$ cat src/rtl/isv_pkg.sv
package isv_pkg;

  localparam int CODE_W = 3;

  typedef enum logic [2:0] {
    CMD_NOP      = 3'd0,
    CMD_CLR_BOTH = 3'd1,
    CMD_SET_SVC  = 3'd2,
    CMD_CLR_SVC  = 3'd3,
    CMD_SET_PEND = 3'd4,
    CMD_CLR_PEND = 3'd5,
    CMD_SET_EN   = 3'd6,
    CMD_CLR_EN   = 3'd7
  } isv_cmd_e;

  // Code of a scan position: first pair shares the top code, then one less per step.
  function automatic logic [CODE_W-1:0] pos_code(input int pos);
    int c;
    c = (pos == 0) ? 7 : 8 - pos;
    if (c < 0) c = 0;
    return c[CODE_W-1:0];
  endfunction

endpackage

$ cat src/rtl/isv_source.sv
module isv_source
  import isv_pkg::*;
(
  input  logic     clk,
  input  logic     rst_n,
  input  logic     cmd_valid,
  input  isv_cmd_e cmd,
  input  logic     hw_set,
  output logic     pend,
  output logic     insvc,
  output logic     enab
);

  logic pend_n, insvc_n, enab_n;

  always_comb begin
    pend_n  = pend;
    insvc_n = insvc;
    enab_n  = enab;
    if (cmd_valid) begin
      case (cmd)
        CMD_CLR_BOTH: begin insvc_n = 1'b0; pend_n = 1'b0; end
        CMD_SET_SVC:  insvc_n = 1'b1;
        CMD_CLR_SVC:  insvc_n = 1'b0;
        CMD_SET_PEND: pend_n  = 1'b1;
        CMD_CLR_PEND: pend_n  = 1'b0;
        CMD_SET_EN:   enab_n  = 1'b1;
        CMD_CLR_EN:   enab_n  = 1'b0;
        default:      ;
      endcase
    end
    // hardware event has the last word on the pending bit
    if (hw_set) pend_n = 1'b1;
  end

  always_ff @(posedge clk or negedge rst_n) begin
    if (!rst_n) begin
      pend  <= 1'b0;
      insvc <= 1'b0;
      enab  <= 1'b0;
    end else begin
      pend  <= pend_n;
      insvc <= insvc_n;
      enab  <= enab_n;
    end
  end

  assert_hw_set_wins_R3: assert property (@(posedge clk) disable iff (!rst_n)
    hw_set |=> pend);

  assert_set_enable_R1: assert property (@(posedge clk) disable iff (!rst_n)
    (cmd_valid && cmd == CMD_SET_EN) |=> enab);

  assert_clear_both_R1: assert property (@(posedge clk) disable iff (!rst_n)
    (cmd_valid && cmd == CMD_CLR_BOTH && !hw_set) |=> (!pend && !insvc));

  assert_idle_hold_R2: assert property (@(posedge clk) disable iff (!rst_n)
    ((!cmd_valid || cmd == CMD_NOP) && !hw_set) |=> $stable({pend, insvc, enab}));

endmodule

$ cat src/rtl/isv_priority.sv
module isv_priority
  import isv_pkg::*;
#(
  parameter int NUM_SRC = 8
) (
  input  logic [NUM_SRC-1:0] pend,
  input  logic [NUM_SRC-1:0] insvc,
  input  logic [NUM_SRC-1:0] enab,
  output logic [CODE_W-1:0]  code
);

  logic [NUM_SRC-1:0] req;

  assign req = pend & enab & ~insvc;

  always_comb begin
    logic stop;
    stop = 1'b0;
    code = '0;
    for (int p = 0; p < NUM_SRC; p++) begin
      if (!stop) begin
        if (insvc[p]) begin
          stop = 1'b1;
        end else if (req[p]) begin
          code = pos_code(p);
          stop = 1'b1;
        end
      end
    end
  end

endmodule

$ cat src/rtl/isv_vector.sv
module isv_vector
  import isv_pkg::*;
#(
  parameter int DATA_W = 8
) (
  input  logic              clk,
  input  logic              rst_n,
  input  logic              mie,
  input  logic              vec_we,
  input  logic [DATA_W-1:0] vec_wdata,
  input  logic [CODE_W-1:0] code_in,
  output logic [DATA_W-1:0] vec_rdata,
  output logic              int_n
);

  logic [DATA_W-1:0] vec_q, vec_n;
  logic [CODE_W-1:0] code_q, code_n;
  logic              irq_q, irq_n;

  always_comb begin
    vec_n  = vec_we ? vec_wdata : vec_q;
    code_n = code_in;
    irq_n  = mie && (code_in != '0);
  end

  always_ff @(posedge clk or negedge rst_n) begin
    if (!rst_n) begin
      vec_q  <= '0;
      code_q <= '0;
      irq_q  <= 1'b0;
    end else begin
      vec_q  <= vec_n;
      code_q <= code_n;
      irq_q  <= irq_n;
    end
  end

  always_comb begin
    vec_rdata = vec_q;
    if (mie) vec_rdata[CODE_W:1] = code_q;
  end

  assign int_n = ~irq_q;

  assert_mie_off_R6: assert property (@(posedge clk) disable iff (!rst_n)
    !mie |=> int_n);

  assert_vec_code_R7: assert property (@(posedge clk) disable iff (!rst_n)
    (mie && !int_n) |-> (vec_rdata[CODE_W:1] != '0));

endmodule

$ cat src/rtl/isv_unit.sv
module isv_unit
  import isv_pkg::*;
#(
  parameter int NUM_REGS = 4,
  parameter int DATA_W   = 8,
  parameter int SEL_W    = $clog2(NUM_REGS)
) (
  input  logic                  clk,
  input  logic                  rst_n,
  input  logic                  mie,
  input  logic [SEL_W-1:0]      reg_sel,
  input  logic                  cmd_we,
  input  logic [DATA_W-1:0]     cmd_data,
  input  logic                  vec_we,
  input  logic [DATA_W-1:0]     vec_wdata,
  input  logic [2*NUM_REGS-1:0] hw_set,
  output logic [DATA_W-1:0]     stat_rdata,
  output logic [DATA_W-1:0]     vec_rdata,
  output logic                  int_n
);

  localparam int NUM_SRC = 2 * NUM_REGS;

  // reset: asserted asynchronously, released on a clock edge
  logic [1:0] rst_sync;
  logic       rst_sync_n;

  always_ff @(posedge clk or negedge rst_n) begin
    if (!rst_n) rst_sync <= 2'b00;
    else        rst_sync <= {rst_sync[0], 1'b1};
  end
  assign rst_sync_n = rst_sync[1];

  logic [NUM_SRC-1:0] pend, insvc, enab;
  logic [CODE_W-1:0]  prio_code;
  isv_cmd_e           cmd_hi, cmd_lo;
  logic               unused_cmd_bits;

  assign cmd_hi          = isv_cmd_e'(cmd_data[7:5]);
  assign cmd_lo          = isv_cmd_e'(cmd_data[3:1]);
  assign unused_cmd_bits = ^{cmd_data[4], cmd_data[0]};

  for (genvar r = 0; r < NUM_REGS; r++) begin : g_reg
    logic hit;
    assign hit = cmd_we && (reg_sel == SEL_W'(r));

    isv_source u_hi (
      .clk(clk), .rst_n(rst_sync_n), .cmd_valid(hit), .cmd(cmd_hi),
      .hw_set(hw_set[2*r]), .pend(pend[2*r]), .insvc(insvc[2*r]), .enab(enab[2*r])
    );

    isv_source u_lo (
      .clk(clk), .rst_n(rst_sync_n), .cmd_valid(hit), .cmd(cmd_lo),
      .hw_set(hw_set[2*r+1]), .pend(pend[2*r+1]), .insvc(insvc[2*r+1]), .enab(enab[2*r+1])
    );
  end

  always_comb begin
    stat_rdata = '0;
    for (int r = 0; r < NUM_REGS; r++) begin
      if (reg_sel == SEL_W'(r))
        stat_rdata = {pend[2*r], insvc[2*r], enab[2*r], 1'b0,
                      pend[2*r+1], insvc[2*r+1], enab[2*r+1], 1'b0};
    end
  end

  isv_priority #(.NUM_SRC(NUM_SRC)) u_prio (
    .pend(pend), .insvc(insvc), .enab(enab), .code(prio_code)
  );

  isv_vector #(.DATA_W(DATA_W)) u_vec (
    .clk(clk), .rst_n(rst_sync_n), .mie(mie), .vec_we(vec_we),
    .vec_wdata(vec_wdata), .code_in(prio_code), .vec_rdata(vec_rdata), .int_n(int_n)
  );

  assert_request_has_code_R4: assert property (@(posedge clk) disable iff (!rst_sync_n)
    !int_n |-> ($past(prio_code) != '0));

  assert_reset_quiet_R9: assert property (@(posedge clk) disable iff (!rst_sync_n)
    ($rose(rst_sync_n) || $past(!rst_sync_n)) |-> int_n);

endmodule

$ cat config.mk
export PLATFORM = sky130hd
export DESIGN_NAME = isv_unit
export DESIGN_NICKNAME = d
export VERILOG_FILES = /design/src/rtl/isv_pkg.sv /design/src/rtl/isv_source.sv /design/src/rtl/isv_priority.sv /design/src/rtl/isv_vector.sv /design/src/rtl/isv_unit.sv
export SDC_FILE = /design/constraint.sdc
export NUM_CORES = 1
export LEC_CHECK = 0
export BUFFER_PORTS_ARGS = -buffer_cell sky130_fd_sc_hd__buf_2
export CAP_MARGIN = 25
export CORE_UTILIZATION = 45
export DETAILED_ROUTE_END_ITERATION = 10
export GPL_TIMING_DRIVEN = 0
export MAX_ROUTING_LAYER = met4
export PLACE_DENSITY = 0.74
export RECOVER_POWER = 50
export SYNTH_ARGS = -nofsm -noshare
export SYNTH_HDL_FRONTEND = slang
export SYNTH_SLANG_ARGS = --single-unit
$ cat constraint.sdc
create_clock -name clk -period 2.93 [get_ports clk]
set_input_delay 0.1465 -clock clk [delete_from_list [all_inputs] [get_ports clk]]
set_output_delay 0.1465 -clock clk [all_outputs]
set_load 0.05 [all_outputs]
==> summary.md <==
| Metric | Value |
|---|---|
| Post-synth EDFFs | 0 |
| Syn Area/Cell | between 10 and 15 um^2 |
| Die extent in y | between 60 and 70 um |
| Post-Syn Instances | 176 |
| Logic pwr share | 0.282 |
| Max-slew violations | 0 |
| Peak VDD IR | ~0.00028 V |
| CP cell instances | clkbuf_1 > clkbuf_1 > mux4_2 > buf_2 |
| F_max | 577 MHz |
| Crit-path max cell delay | 0.59 ns |
| Standard-cell row count | 23 |
| Worst Min Path Start | hw_set[5] |
| Crit Path Category | in2out |
| Setup Skew | just over 0.01 ns |
| Largest net degree at the start of global routing | 37 |
| Number of H-tree levels | 2 |
| Main combinational cell family by area after synthesis | compound AO/OA/AOI/OAI gates |
| Power Density | approximately 660 mW/mm^2 |
| Switching power | 0.513 mW |
| Synth Area in Compound Gates | 0.186 |
| Final core area utilization | 0.569 |
| # setup viols final | 0 |
| Post-Synth Simple-Gate Area | 0.139 |
| Layout area overhead | 18.9% |
| Ports | between 40 and 50 |
| Final Hold Fails | 0 |
| # nets final | 256 |
| Max_cap viols | 0 |
| DRC viols | 0 |
| Most used DFF post-synth | dfrtp_1 |
| Post-synth ARST share | 1.00 |
| Warnings from Yosys | 0 |
| Drt pass-1 iters | 4 |
| Clock sink count | 38 |
| Total global-route track usage | 0.217 |
| Cts bufs inserted | 5 |
| Post-Layout Cell Count | around 280 |
| Min Hold Slack | approximately 0.04 ns |
| Final min period | between 1.5 and 2 ns |
| Antenna violations before repair | 0 |
| Cell variety after synth | just over 40 |
| Placed cell area | approximately 0.0022 mm^2 |
| First-pass GRT wire length | a little under 7000 um |
| Post-Synth XOR/XNOR Area | 0 |
| Delay-heaviest family, CP | buffers and inverters |
| Crit path buf inv count | 3 |
| RD Place Congestion | about 0.84 |
| Hold depth | 2 |
| Vias in the first global route | between 1k and 1.5k |
| Req. time, crit path | around 2.8 ns |
| Rel. slew slack | 0.0868 |
| Hold EP | g_reg[2].u_lo.pend$_DFFE_PN0P_ |
| DR iter-0 viols | 67 |
| Flops & latches, synth | 38 |
| Setup Total Neg Slack | 0 ns |
| Status | complete, no violations |
| Drt wl/cell | roughly 15 um |
| Most used cell, CP | clkbuf_1 |
| Overflow after GRT | 0 |
| CP startpoint | reg_sel[0] |
| Maximum root-to-sink buffer count | 2 |
| Worst-Margin Slew | approximately 1.4 ns |
| Setup crit start kind | primary input |
| Via density | 5.50 |
| Mux contribution to synthesized area | 0.133 |
| DR vias | between 1.5k and 2k |
| R2R setup slack | 1.55 ns |
| IO buf count | 40 |
| Share of layout cells above drive strength 1 | 0.336 |
| Clk_lat worst skew | ~0.30 ns |
| Crit share post-route | 0.591 |
| Sw Share | 0.338 |
| Clock root buffer | clkbuf_8 |
| WL final | 4050 um |
| CTS tree | yes |
| Post-synthesis sequential area ratio | 0.490 |
| Reg-to-Reg End | u_vec.code_q[1]$_DFF_PN0_ |
| Reg2reg start | rst_sync[1]$_DFF_PN0_ |
| P_leak | between 1 and 1.5 nW |
| Internal | 1.00 mW |
| Finished Cell Area | roughly 0.0023 mm^2 |
| Critical path capture point type | primary output |
| FILL cells | around 370 |
| Post-placement cell count | 267 |
| Power share of the sequential group | 0.441 |
| Worst Path Arrival | roughly 1.6 ns |
| Core area | 0.00406 mm^2 |
| Die width | between 60 and 70 um |
| Worst Path Max Fanout | 10 |
| Crit-path slowest cell | mux4_2 |
| HPWL after detailed placement | between 3000 and 4000 um |
| Hold Crit Class | in2reg |
| Die area | approximately 0.0046 mm^2 |
| # diodes | 0 |
| CTS clock-pin slew for the worst setup and hold paths | around 0.070 ns |
| # resized after CTS | 0 |
| Synth Area in Adders | 0 |
| RSZ-0062 raised after global routing | false |
| Initial Util | 0.479 |
| Post-synth design cell area | 0.00194 mm^2 |
| Clock Power Share | 0.276 |
| Detail Route Antenna Nets | 0 |
| Most frequent cells in the layout | buf_2, dfrtp_1, a21oi_1, mux2_2 |
| R2R depth | 0 |
-- repair_timing --
action | CTS | global route
hold endpoints to repair | 2 | 0
hold buffers | 1 | 0
setup buffers | 0 | 0
-- metrics by stage --
step	worst slack [ns]	power, mW
floorplan	1.73	1.00
global placement	1.41	1.10
detailed placement	1.45	1.11
CTS	1.36	1.53
global route	1.06	1.60
finish	1.20	1.52
-- cells in the mapped netlist, types with 2 or more instances --
master,count,share of area
dfrtp_1,38,0.49
a41oi_1,2,0.0090
nand2b_1,2,0.0064
a21oi_1,25,0.064
and3b_1,2,0.0090
nor2_1,9,0.017
nand4_1,2,0.0064
buf_4,7,0.027
mux2_2,11,0.064
a31oi_1,3,0.0097
o31ai_1,3,0.012
clkbuf_1,3,0.0058
nor2b_1,6,0.019
buf_2,3,0.0077
nand2_1,10,0.019
o21a_1,2,0.0077
o21bai_1,8,0.031
conb_1,2,0.0039
mux4_2,6,0.070
nand3_1,3,0.0077
o21ai_0,9,0.023
-- registers in the layout, indices dropped and copies added, names as in the netlist --
register / cells
g.u_hi.enab: 4
g.u_hi.insvc: 4
g.u_hi.pend: 4
g.u_lo.enab: 4
g.u_lo.insvc: 4
g.u_lo.pend: 4
rst_sync: 2
u_vec.code_q: 3
u_vec.irq_q: 1
u_vec.vec_q: 8
-- layout make-up --
type / count / area [um^2] / share of cell area
multi-input cells: 124 / 888 / 0.385
repair buffers: 41 / 206 / 0.0894
inverters: 1 / 3.75 / 0.00163
well taps: 50 / 62.6 / 0.0271
flip-flops and latches: 38 / 951 / 0.412
plain buffers: 14 / 87.6 / 0.0379
clock buffers: 8 / 110 / 0.0477
-- cells by family (layout without fill, tap and decap cells) --
family	after synthesis	in the layout
AOI/OAI and AO/OA	58	58
and+or+nand+nor	46	46
DFF	38	38
muxes	17	17
buffers and inverters	15	64
other	2	3
-- how the worst max path moves through the flow --
stage                                      to  slack, ns  depth (start not counted)
2_1_floorplan           u_vec.irq_q$_DFF_PN0_       1.73                          4
3_3_place_gp   g_reg[1].u_lo.enab$_DFFE_PN0P_       1.41                          0
3_5_place_dp                    stat_rdata[7]       1.45                          4
4_1_cts                         stat_rdata[5]       1.36                          2
5_1_grt                         stat_rdata[5]       1.06                          4
6_report                        stat_rdata[5]       1.20                          4
-- layer usage --
layer | GRT usage | part of all wire | up-vias
met5 | - | 0 | -
met4 | 0.0984 | 0.020 | 0
met3 | 0.0422 | 0.055 | 7
met2 | 0.337 | 0.49 | 54
met1 | 0.272 | 0.44 | 721
li1 | - | - | 737
-- power groups by stage --
| stage | clock network (mW) | registers (mW) | logic, mW |
|---|---|---|---|
| 2_1_floorplan | 0 | 0.656 | 0.344 |
| 3_3_place_gp | 0 | 0.677 | 0.423 |
| 3_5_place_dp | 0 | 0.678 | 0.429 |
| 4_1_cts | 0.424 | 0.669 | 0.432 |
| 5_1_grt | 0.454 | 0.682 | 0.467 |
| 6_report | 0.419 | 0.669 | 0.428 |
(Power assumes the default switching activity.)
